[config.mk]
export PLATFORM = sky130hd
export DESIGN_NAME = spi_fifo_master
export DESIGN_NICKNAME = d
export VERILOG_FILES = /design/src/rtl/spi_fifo_pkg.sv /design/src/rtl/spi_word_fifo.sv /design/src/rtl/spi_shift_engine.sv /design/src/rtl/spi_fifo_master.sv
export SDC_FILE = /design/constraint.sdc
export NUM_CORES = 1
export LEC_CHECK = 0
export ABC_CLOCK_PERIOD_IN_PS = 5700
export BUFFER_PORTS_ARGS = -buffer_cell sky130_fd_sc_hd__buf_4
export CORE_ASPECT_RATIO = 1.75
export CORE_MARGIN = 2
export CORE_UTILIZATION = 50
export CTS_CLUSTER_DIAMETER = 200
export DETAILED_ROUTE_END_ITERATION = 16
export PLACE_DENSITY = 0.66
export SLEW_MARGIN = 10
export SYNTH_ARGS = -nofsm -noshare
export SYNTH_HDL_FRONTEND = slang
export SYNTH_HIERARCHICAL = 1
export SYNTH_SLANG_ARGS = --single-unit
[constraint.sdc]
create_clock -name clk -period 5.7 [get_ports clk]
set_clock_uncertainty 0.2 [all_clocks]
set_input_delay 1.425 -clock clk [delete_from_list [all_inputs] [get_ports clk]]
set_output_delay 1.425 -clock clk [all_outputs]
set_load 0.01 [all_outputs]
[src/rtl/spi_fifo_pkg.sv]
package spi_fifo_pkg;
   typedef enum logic {
      ST_IDLE  = 1'b0,
      ST_SHIFT = 1'b1
   } shift_state_e;
endpackage

[src/rtl/spi_word_fifo.sv]
module spi_word_fifo #(
   parameter int WIDTH = 16,
   parameter int DEPTH = 4,
   parameter int AW    = $clog2(DEPTH),
   parameter int CW    = $clog2(DEPTH + 1)
) (
   input  logic             clk,
   input  logic             rst_n,
   input  logic             push,
   input  logic [WIDTH-1:0] push_data,
   input  logic             pop,
   output logic [WIDTH-1:0] head,
   output logic [CW-1:0]    count,
   output logic             accept
);
   generate
      if (DEPTH < 2 || (1 << AW) != DEPTH) begin : g_bad_depth
         $error("spi_word_fifo: DEPTH must be a power of two and at least 2");
      end
   endgenerate

   logic [WIDTH-1:0] mem [DEPTH];
   logic [AW-1:0]    rd_ptr, wr_ptr;
   logic             do_pop;

   assign do_pop = pop && (count != '0);
   assign accept = push && ((count != CW'(DEPTH)) || do_pop);
   assign head   = mem[rd_ptr];

   always_ff @(posedge clk) begin
      if (accept) mem[wr_ptr] <= push_data;
   end

   always_ff @(posedge clk or negedge rst_n) begin
      if (!rst_n) begin
         rd_ptr <= '0;
         wr_ptr <= '0;
         count  <= '0;
      end else begin
         if (accept) wr_ptr <= wr_ptr + 1'b1;
         if (do_pop) rd_ptr <= rd_ptr + 1'b1;
         if (accept && !do_pop)      count <= count + 1'b1;
         else if (do_pop && !accept) count <= count - 1'b1;
      end
   end
endmodule

[src/rtl/spi_shift_engine.sv]
module spi_shift_engine
   import spi_fifo_pkg::*;
#(
   parameter int WORD_W = 16,
   parameter int DIV_W  = 8,
   parameter int LEN_W  = $clog2(WORD_W)
) (
   input  logic              clk,
   input  logic              rst_n,
   input  logic              hold,
   input  logic              cpol,
   input  logic              cpha,
   input  logic [LEN_W-1:0]  char_len,
   input  logic [DIV_W-1:0]  baud_div,
   input  logic              three_wire,
   input  logic              miso,
   input  logic              tx_valid,
   input  logic [WORD_W-1:0] tx_word,
   output logic              tx_pop,
   output logic              rx_push,
   output logic [WORD_W-1:0] rx_word,
   output logic              sclk,
   output logic              mosi,
   output logic              mosi_oe,
   output logic              ste_n
);
   generate
      if (WORD_W < 2 || (1 << LEN_W) != WORD_W) begin : g_bad_word
         $error("spi_shift_engine: WORD_W must be a power of two");
      end
      if (DIV_W < 1) begin : g_bad_div
         $error("spi_shift_engine: DIV_W must be at least 1");
      end
   endgenerate

   localparam logic [WORD_W-1:0] ALL_ONES = '1;

   shift_state_e      state;
   logic [DIV_W-1:0]  cnt;
   logic [LEN_W-1:0]  bit_idx;
   logic [WORD_W-1:0] shreg, rxsh, rx_next;
   logic [DIV_W-1:0]  eff_div;
   logic [DIV_W:0]    half;
   logic              active, at_mid, at_end, last_bit, rx_in;

   assign eff_div  = (baud_div == '0) ? DIV_W'(1) : baud_div;
   assign half     = ({1'b0, eff_div} + 1'b1) >> 1;
   assign active   = (state == ST_SHIFT);
   assign at_mid   = active && ({1'b0, cnt} == half);
   assign at_end   = active && (cnt == eff_div);
   assign last_bit = (bit_idx == char_len);

   assign mosi    = active & shreg[WORD_W-1];
   assign mosi_oe = active;
   assign ste_n   = ~active;
   assign sclk    = cpol ^ (active & (cpha ? ({1'b0, cnt} >= half)
                                           : ({1'b0, cnt} <  half)));
   assign rx_in   = three_wire ? mosi : miso;

   always_comb begin
      rx_next = rxsh;
      if (at_mid) rx_next = {rxsh[WORD_W-2:0], rx_in};
      rx_word = rx_next & (ALL_ONES >> (WORD_W - 1 - int'(char_len)));
   end

   assign rx_push = !hold && at_end && last_bit;
   assign tx_pop  = !hold && tx_valid && (!active || rx_push);

   always_ff @(posedge clk or negedge rst_n) begin
      if (!rst_n) begin
         state   <= ST_IDLE;
         cnt     <= '0;
         bit_idx <= '0;
         shreg   <= '0;
         rxsh    <= '0;
      end else if (hold) begin
         state   <= ST_IDLE;
         cnt     <= '0;
         bit_idx <= '0;
      end else begin
         case (state)
            ST_IDLE: begin
               if (tx_valid) begin
                  state   <= ST_SHIFT;
                  shreg   <= tx_word;
                  cnt     <= '0;
                  bit_idx <= '0;
               end
            end
            default: begin
               rxsh <= rx_next;
               if (at_end) begin
                  cnt <= '0;
                  if (last_bit) begin
                     bit_idx <= '0;
                     if (tx_valid) shreg <= tx_word;
                     else          state <= ST_IDLE;
                  end else begin
                     shreg   <= shreg << 1;
                     bit_idx <= bit_idx + 1'b1;
                  end
               end else begin
                  cnt <= cnt + 1'b1;
               end
            end
         endcase
      end
   end
endmodule

[src/rtl/spi_fifo_master.sv]
module spi_fifo_master #(
   parameter int WORD_W     = 16,
   parameter int FIFO_DEPTH = 4,
   parameter int DIV_W      = 8,
   parameter int LEN_W      = $clog2(WORD_W),
   parameter int CNT_W      = $clog2(FIFO_DEPTH + 1)
) (
   input  logic              clk,
   input  logic              rst_n,
   input  logic              hold_rst,
   input  logic              cpol,
   input  logic              cpha,
   input  logic [LEN_W-1:0]  char_len,
   input  logic [DIV_W-1:0]  baud_div,
   input  logic              three_wire,
   input  logic              wr_en,
   input  logic [WORD_W-1:0] wr_data,
   output logic [CNT_W-1:0]  tx_level,
   output logic              tx_ovf,
   input  logic              rd_en,
   output logic [WORD_W-1:0] rd_data,
   output logic [CNT_W-1:0]  rx_count,
   output logic              rx_ovf,
   input  logic              rx_ovf_clr,
   output logic              sclk,
   output logic              mosi,
   output logic              mosi_oe,
   input  logic              miso,
   output logic              ste_n
);
   logic [WORD_W-1:0] tx_head, rx_word;
   logic              tx_pop, tx_accept, rx_push, rx_accept;

   spi_word_fifo #(.WIDTH(WORD_W), .DEPTH(FIFO_DEPTH)) u_tx_fifo (
      .clk(clk), .rst_n(rst_n),
      .push(wr_en), .push_data(wr_data),
      .pop(tx_pop), .head(tx_head),
      .count(tx_level), .accept(tx_accept)
   );

   spi_word_fifo #(.WIDTH(WORD_W), .DEPTH(FIFO_DEPTH)) u_rx_fifo (
      .clk(clk), .rst_n(rst_n),
      .push(rx_push), .push_data(rx_word),
      .pop(rd_en), .head(rd_data),
      .count(rx_count), .accept(rx_accept)
   );

   spi_shift_engine #(.WORD_W(WORD_W), .DIV_W(DIV_W)) u_engine (
      .clk(clk), .rst_n(rst_n), .hold(hold_rst),
      .cpol(cpol), .cpha(cpha), .char_len(char_len),
      .baud_div(baud_div), .three_wire(three_wire), .miso(miso),
      .tx_valid(tx_level != '0), .tx_word(tx_head), .tx_pop(tx_pop),
      .rx_push(rx_push), .rx_word(rx_word),
      .sclk(sclk), .mosi(mosi), .mosi_oe(mosi_oe), .ste_n(ste_n)
   );

   always_ff @(posedge clk or negedge rst_n) begin
      if (!rst_n) begin
         tx_ovf <= 1'b0;
         rx_ovf <= 1'b0;
      end else begin
         tx_ovf <= tx_ovf | (wr_en & ~tx_accept);
         rx_ovf <= (rx_ovf & ~rx_ovf_clr) | (rx_push & ~rx_accept);
      end
   end
endmodule

==> out/metrics.csv, run 1 <==
metric,value,unit
outcome,"complete, no violations",
synthCells,565,
cts_tree,done,
cts_root_buffer,clkbuf_16,
tightest_slew,1.11,ns
p_leak,3.57,nW
crit_type,in -> out,
ir_drop,0.236,mV
vias,4775,
worstPathCellList,buf_4 -> and3_1 -> and3_1 -> nand2_1 -> xor2_1 -> ha_1 -> a21oi_1 -> o21a_1 -> a21oi_1 -> a2111oi_0 -> o311ai_0 -> buf_4,
routedWlPerCell,18.0,um
synth.most_common_cell,edfxtp_1,
relSlewSlack,0.261,
avgSynthCellArea,15.3,um^2
grt_remaining_overflow,0,
grt_max_degree,62,
start_kind,input port,
first_global_vias,5162,
finalCriticalPeriod,5.45,ns
ys_ff_latch,189,
min_path_type,reg -> reg,
slew_violations,0,
min_period_over_period,0.956,
drtPass1Iterations,4,
io_pins,66,
powerDensity,395,nW/um^2
rsz0062_at_grt,false,
num_antenna_cells,0,
endpoint_kind,primary output,
grt_util_all_layers,0.183,
place_area,9290,um^2
async_reset_ff_frac,0.323,
cts_setup_buffers,0,
grt_pass1_wl,25600,um
dp_slack,0.342,ns
synthToLayoutAreaGrowth,14.1,%
vias_per_cell,5.51,
required,4.07,ns
die_h,178,um
ctsHoldBuffers,0,
critPathTopFamily,compound AO/OA/AOI/OAI gates,
synth_nets,625,
dieWidth,103,um
clk_latency,0.43,ns
synth-edff-count,128,
clock-sinks,189,
fillers,1327,
ys_warn_count,6,
final_layout_size_suffix_gt1_frac,0.283,
drv_cap,0,
worst_slack,0.252,ns
hpwlAfterDp,10900,um
design_area,9870,um^2
fin_nets,686,
crit_slowest_cell,a2111oi_0,
drt_iter0_markers,239,
yosysSeqAreaShare,0.621,
clk_path_buf_depth,2,
antenna_left,0,
cts_inserted_buffers,17,
worstPathMaxFanout,7,
start_util,0.510,
synthesis.area,8650,um^2
path_clk_slew,0.07,ns
gp_congestion,0.877,
synth_top_area_share,0.445,
cp_data_arrival_time,3.82,ns
synth.distinct_cells,54,
ctsHtreeMaxLevel,4,
path_buf_inv,2,
row_count,63,
utilization,0.582,
synthTopCellsByCount,"edfxtp_1 (128), dfrtp_1 (61), mux4_2 (32), nand2_1 (28), mux2i_1 (26)",
synthTopCellsByArea,"edfxtp_1 (44%), dfrtp_1 (18%), mux4_2 (8.3%), mux2i_1 (3.0%), ha_1 (2.9%)",
antenna_found_initial,0,
die_area,18400,um^2
setup_tns,0,ns
drt_wl_total,15600,um
setup_viol,0,
max_stage_delay,0.39,ns
hold_viol,0,
max_freq,0.184,GHz
synthFlopType,edfxtp_1,
p_total,3.90,mW
design.core.area,16900,um^2
io_buffers,65,
post-route-drc-count,0,
cts-resized-gates,0,
synth_top_area_cell,edfxtp_1,
where the power goes:
part           leakage, nW  internal, mW  switching [mW]
logic                 1.41         0.502           0.362
registers             1.88          1.66           0.236
clock network        0.277         0.586           0.555
total                 3.57          2.75            1.15
state kept, by name (all words and copies together), names as in the netlist:
| signal | cells |
|---|---|
| u_tx_fifo/count | 3 |
| rx_ovf | 1 |
| u_tx_fifo/wr_ptr | 2 |
| u_rx_fifo/mem | 64 |
| u_tx_fifo/mem | 64 |
| u_engine/mosi_oe | 1 |
| u_rx_fifo/rd_ptr | 2 |
| u_engine/cnt | 8 |
| u_engine/shreg | 16 |
| u_engine/bit_idx | 4 |
| u_rx_fifo/count | 3 |
| u_rx_fifo/wr_ptr | 2 |
| u_engine/rxsh | 16 |
| u_tx_fifo/rd_ptr | 2 |
| tx_ovf | 1 |
logic make-up (layout without fill, tap and decap cells):
family / count (synthesis) / count (layout) / synth area share
AO/OA/AOI/OAI: 72 / 72 / 0.0695
XOR/XNOR: 30 / 30 / 0.0304
adder cells (fa/ha/maj): 22 / 22 / 0.0336
buffers and inverters: 49 / 123 / 0.0282
flip-flops: 189 / 189 / 0.621
multiplexers: 77 / 77 / 0.139
AND/OR/NAND/NOR: 126 / 126 / 0.0781
worst paths after layout:
path / cells after the start / endpoint / slack (ns) / from
setup / recovery: 12 / sclk / 0.25 / baud_div[1]
hold / removal: 1 / tx_ovf / 0.26 / tx_ovf
setup reg to reg: 12 / u_tx_fifo/count[2] / 1.86 / u_engine/cnt[2]
hold reg to reg: 1 / tx_ovf / 0.26 / tx_ovf
max in group asynchronous: 1 / u_rx_fifo/rd_ptr[0] / 3.84 / rst_n
min in group asynchronous: 1 / u_engine/cnt[2] / 0.86 / rst_n
routing by layer:
metal,track usage,vias to the layer above,wire length (um),share of wire
li1,-,2250,-,-
met1,0.198,2428,5810,0.37
met2,0.346,82,9130,0.59
met3,0.0343,15,398,0.026
met4,0.0636,0,212,0.014
met5,0,-,0,0
final cells by class:
type / count / area (um^2) / area share
flip-flops and latches: 189 / 5370 / 0.544
multi-input cells: 327 / 3040 / 0.308
repair buffers: 69 / 518 / 0.0525
inverters: 22 / 82.6 / 0.00837
well taps: 227 / 284 / 0.0288
clock buffers: 18 / 429 / 0.0435
clock inverters: 14 / 145 / 0.0147
per-stage QoR:
stage                     cells  hold slack, ns
after floorplan             565           0.280
after global placement      834           0.241
after detailed placement    834           0.250
after CTS                   866           0.267
after global routing        866           0.288
final                       866           0.260
cells in the final DEF, fill, tap and decap left out, drive strengths merged, types with 3 or more instances in the layout:
| cell | synthesis | layout |
|---|---|---|
| a2bb2oi | 15 | 15 |
| and3 | 5 | 5 |
| clkinv | 0 | 4 |
| a211oi | 3 | 3 |
| nand2b | 22 | 22 |
| or3 | 3 | 3 |
| buf | 17 | 69 |
| dfrtp | 61 | 61 |
| mux4 | 32 | 32 |
| ha | 20 | 20 |
| xor2 | 6 | 6 |
| clkbuf | 10 | 18 |
| a31oi | 5 | 5 |
| o311ai | 4 | 4 |
| nand3 | 11 | 11 |
| nor2 | 21 | 21 |
| o21ai | 7 | 7 |
| a21oi | 20 | 20 |
| xnor2 | 24 | 24 |
| nor3 | 9 | 9 |
| nand2 | 28 | 28 |
| nor4 | 3 | 3 |
| inv | 22 | 30 |
| o22ai | 3 | 3 |
| mux2i | 26 | 26 |
| nand4 | 8 | 8 |
| and2 | 10 | 10 |
| mux2 | 19 | 19 |
| edfxtp | 128 | 128 |
(Power assumes the default switching activity.)
==> inputs of run 2 (changes only) <==
Settings changed: ABC_CLOCK_PERIOD_IN_PS 5700 to 6790.
Clock period 5.7 ns to 6.79 ns, I/O delays scaled along.
==> run 2 against run 1 <==
Net effect:
- flip-flop and latch count stayed put
- largest cell class unchanged
- via count increased by 1.5%
- global-route usage grew 0.28 points
- register-to-register slack improved by 1.2 ns
- critical path type unchanged
- first-iteration DRC count shrank 8.8%
==> out/metrics.csv, run 2 (synthesis results as in run 1) <==
metric,value,unit
outcome,"complete, no violations",
tightest_slew,1.08,ns
max_stage_delay,0.48,ns
clock-sinks,189,
required,4.89,ns
cp_data_arrival_time,4.18,ns
critical_path.startpoint,baud_div[1],
cts_tree,done,
crit_type,in -> out,
first_global_vias,5289,
fin_nets,684,
cp-endpoint,sclk,
fin_hold_ws,0.266,ns
io_buffers,65,
place_area,9280,um^2
row_count,63,
rr_endpoint,u_tx_fifo/count[2],
worstPathCellList,buf_4 -> and3_1 -> and3_1 -> nand2_1 -> xor2_1 -> ha_1 -> a21oi_1 -> o21a_1 -> a21oi_1 -> a2111oi_0 -> o311ai_0 -> buf_4,
endpoint_kind,primary output,
cts_root_buffer,clkbuf_16,
die_area,18400,um^2
drtPass1Iterations,4,
vias,4845,
powerDensity,334,nW/um^2
cts_setup_buffers,0,
max_freq,0.165,GHz
start_util,0.510,
drv_cap,0,
utilization,0.583,
reg2reg_slack,3.08,ns
clk_latency,0.42,ns
design_area,9880,um^2
drt_wl_total,15900,um
synthToLayoutAreaGrowth,14.3,%
layout_commonest_cell,edfxtp_1,
setup_viol,0,
final_layout_size_suffix_gt1_frac,0.283,
ctsHoldBuffers,0,
path_buf_inv,2,
grt_util_all_layers,0.186,
antenna_found_initial,0,
cts_inserted_buffers,17,
ctsHtreeMaxLevel,4,
crit_slowest_cell,a2111oi_0,
min_path_type,reg -> reg,
clk_path_buf_depth,2,
hpwlAfterDp,11100,um
gp_congestion,0.848,
routedWlPerCell,18.5,um
cts-resized-gates,0,
io_pins,66,
design.core.area,16900,um^2
layout_common_cells,"edfxtp_1 (128), buf_4 (67), dfrtp_1 (60)",
critPathTopFamily,compound AO/OA/AOI/OAI gates,
min_period_over_period,0.895,
num_antenna_cells,0,
p_leak,3.57,nW
hold_viol,0,
dieWidth,103,um
finalCriticalPeriod,6.08,ns
die_h,178,um
reg.largest.list,"u_rx_fifo/mem x64, u_tx_fifo/mem x64",
relSlewSlack,0.281,
grt_pass1_wl,26300,um
grt_max_degree,62,
path_clk_slew,0.07,ns
worstPathMaxFanout,7,
worstReg2RegStart,u_engine/cnt[3],
reg2regPathDepth,12,
hold_depth,1,
rsz0062_at_grt,false,
vias_per_cell,5.61,
grt_remaining_overflow,0,
start_kind,input port,
antenna_left,0,
path_depth,12,
post-route-drc-count,0,
ir_drop,0.210,mV
setup_tns,0,ns
slew_violations,0,
drt_iter0_markers,218,
-- run 2: cell type report --
cell class / instances / area, um^2
well taps: 227 / 284
flip-flops and latches: 189 / 5370
repair buffers: 67 / 503
inverters: 22 / 82.6
fillers: 1304 / 7070
clock buffers: 17 / 425
multi-input cells: 327 / 3040
clock inverters: 15 / 178
-- run 2: routing by layer --
| metal | share of wire | global-route usage | vias to the layer above |
|---|---|---|---|
| met5 | 0 | 0 | - |
| met4 | 0.018 | 0.0674 | 0 |
| met3 | 0.023 | 0.0354 | 23 |
| met2 | 0.58 | 0.343 | 94 |
| met1 | 0.38 | 0.207 | 2470 |
| li1 | - | - | 2258 |
-- run 2: how the worst min path moves through the flow --
stage | start | to
after floorplan | u_engine/rxsh[15] | u_engine/rxsh[15]
after global placement | tx_ovf | tx_ovf
after detailed placement | tx_ovf | tx_ovf
after CTS | tx_ovf | tx_ovf
after global routing | tx_ovf | tx_ovf
final | tx_ovf | tx_ovf
-- run 2: report_power, final --
group          switching, mW  internal (mW)
sequential             0.198           1.39
clock                  0.468          0.528
combinational          0.301          0.415
total                  0.966           2.33
-- run 2: stage by stage --
stage	cells	total power, mW	worst slack, ns
CTS	864	3.35	0.831
global placement	832	2.32	0.975
global route	864	3.48	0.537
finish	864	3.30	0.712
detailed placement	832	2.35	0.846
floorplan	565	2.13	1.35
-- run 2: worst register-to-register path, cell delays in order (launching register included) --
cell     delay (ns)
dfrtp_1        0.48
xnor2_1        0.19
nand4_1        0.11
or4_4          0.68
or2_2          0.36
a21oi_1        0.36
o41a_4         0.25
ha_1           0.19
inv_1          0.06
fa_1           0.37
xor2_1         0.17
nor2_1         0.11
xnor2_1        0.12
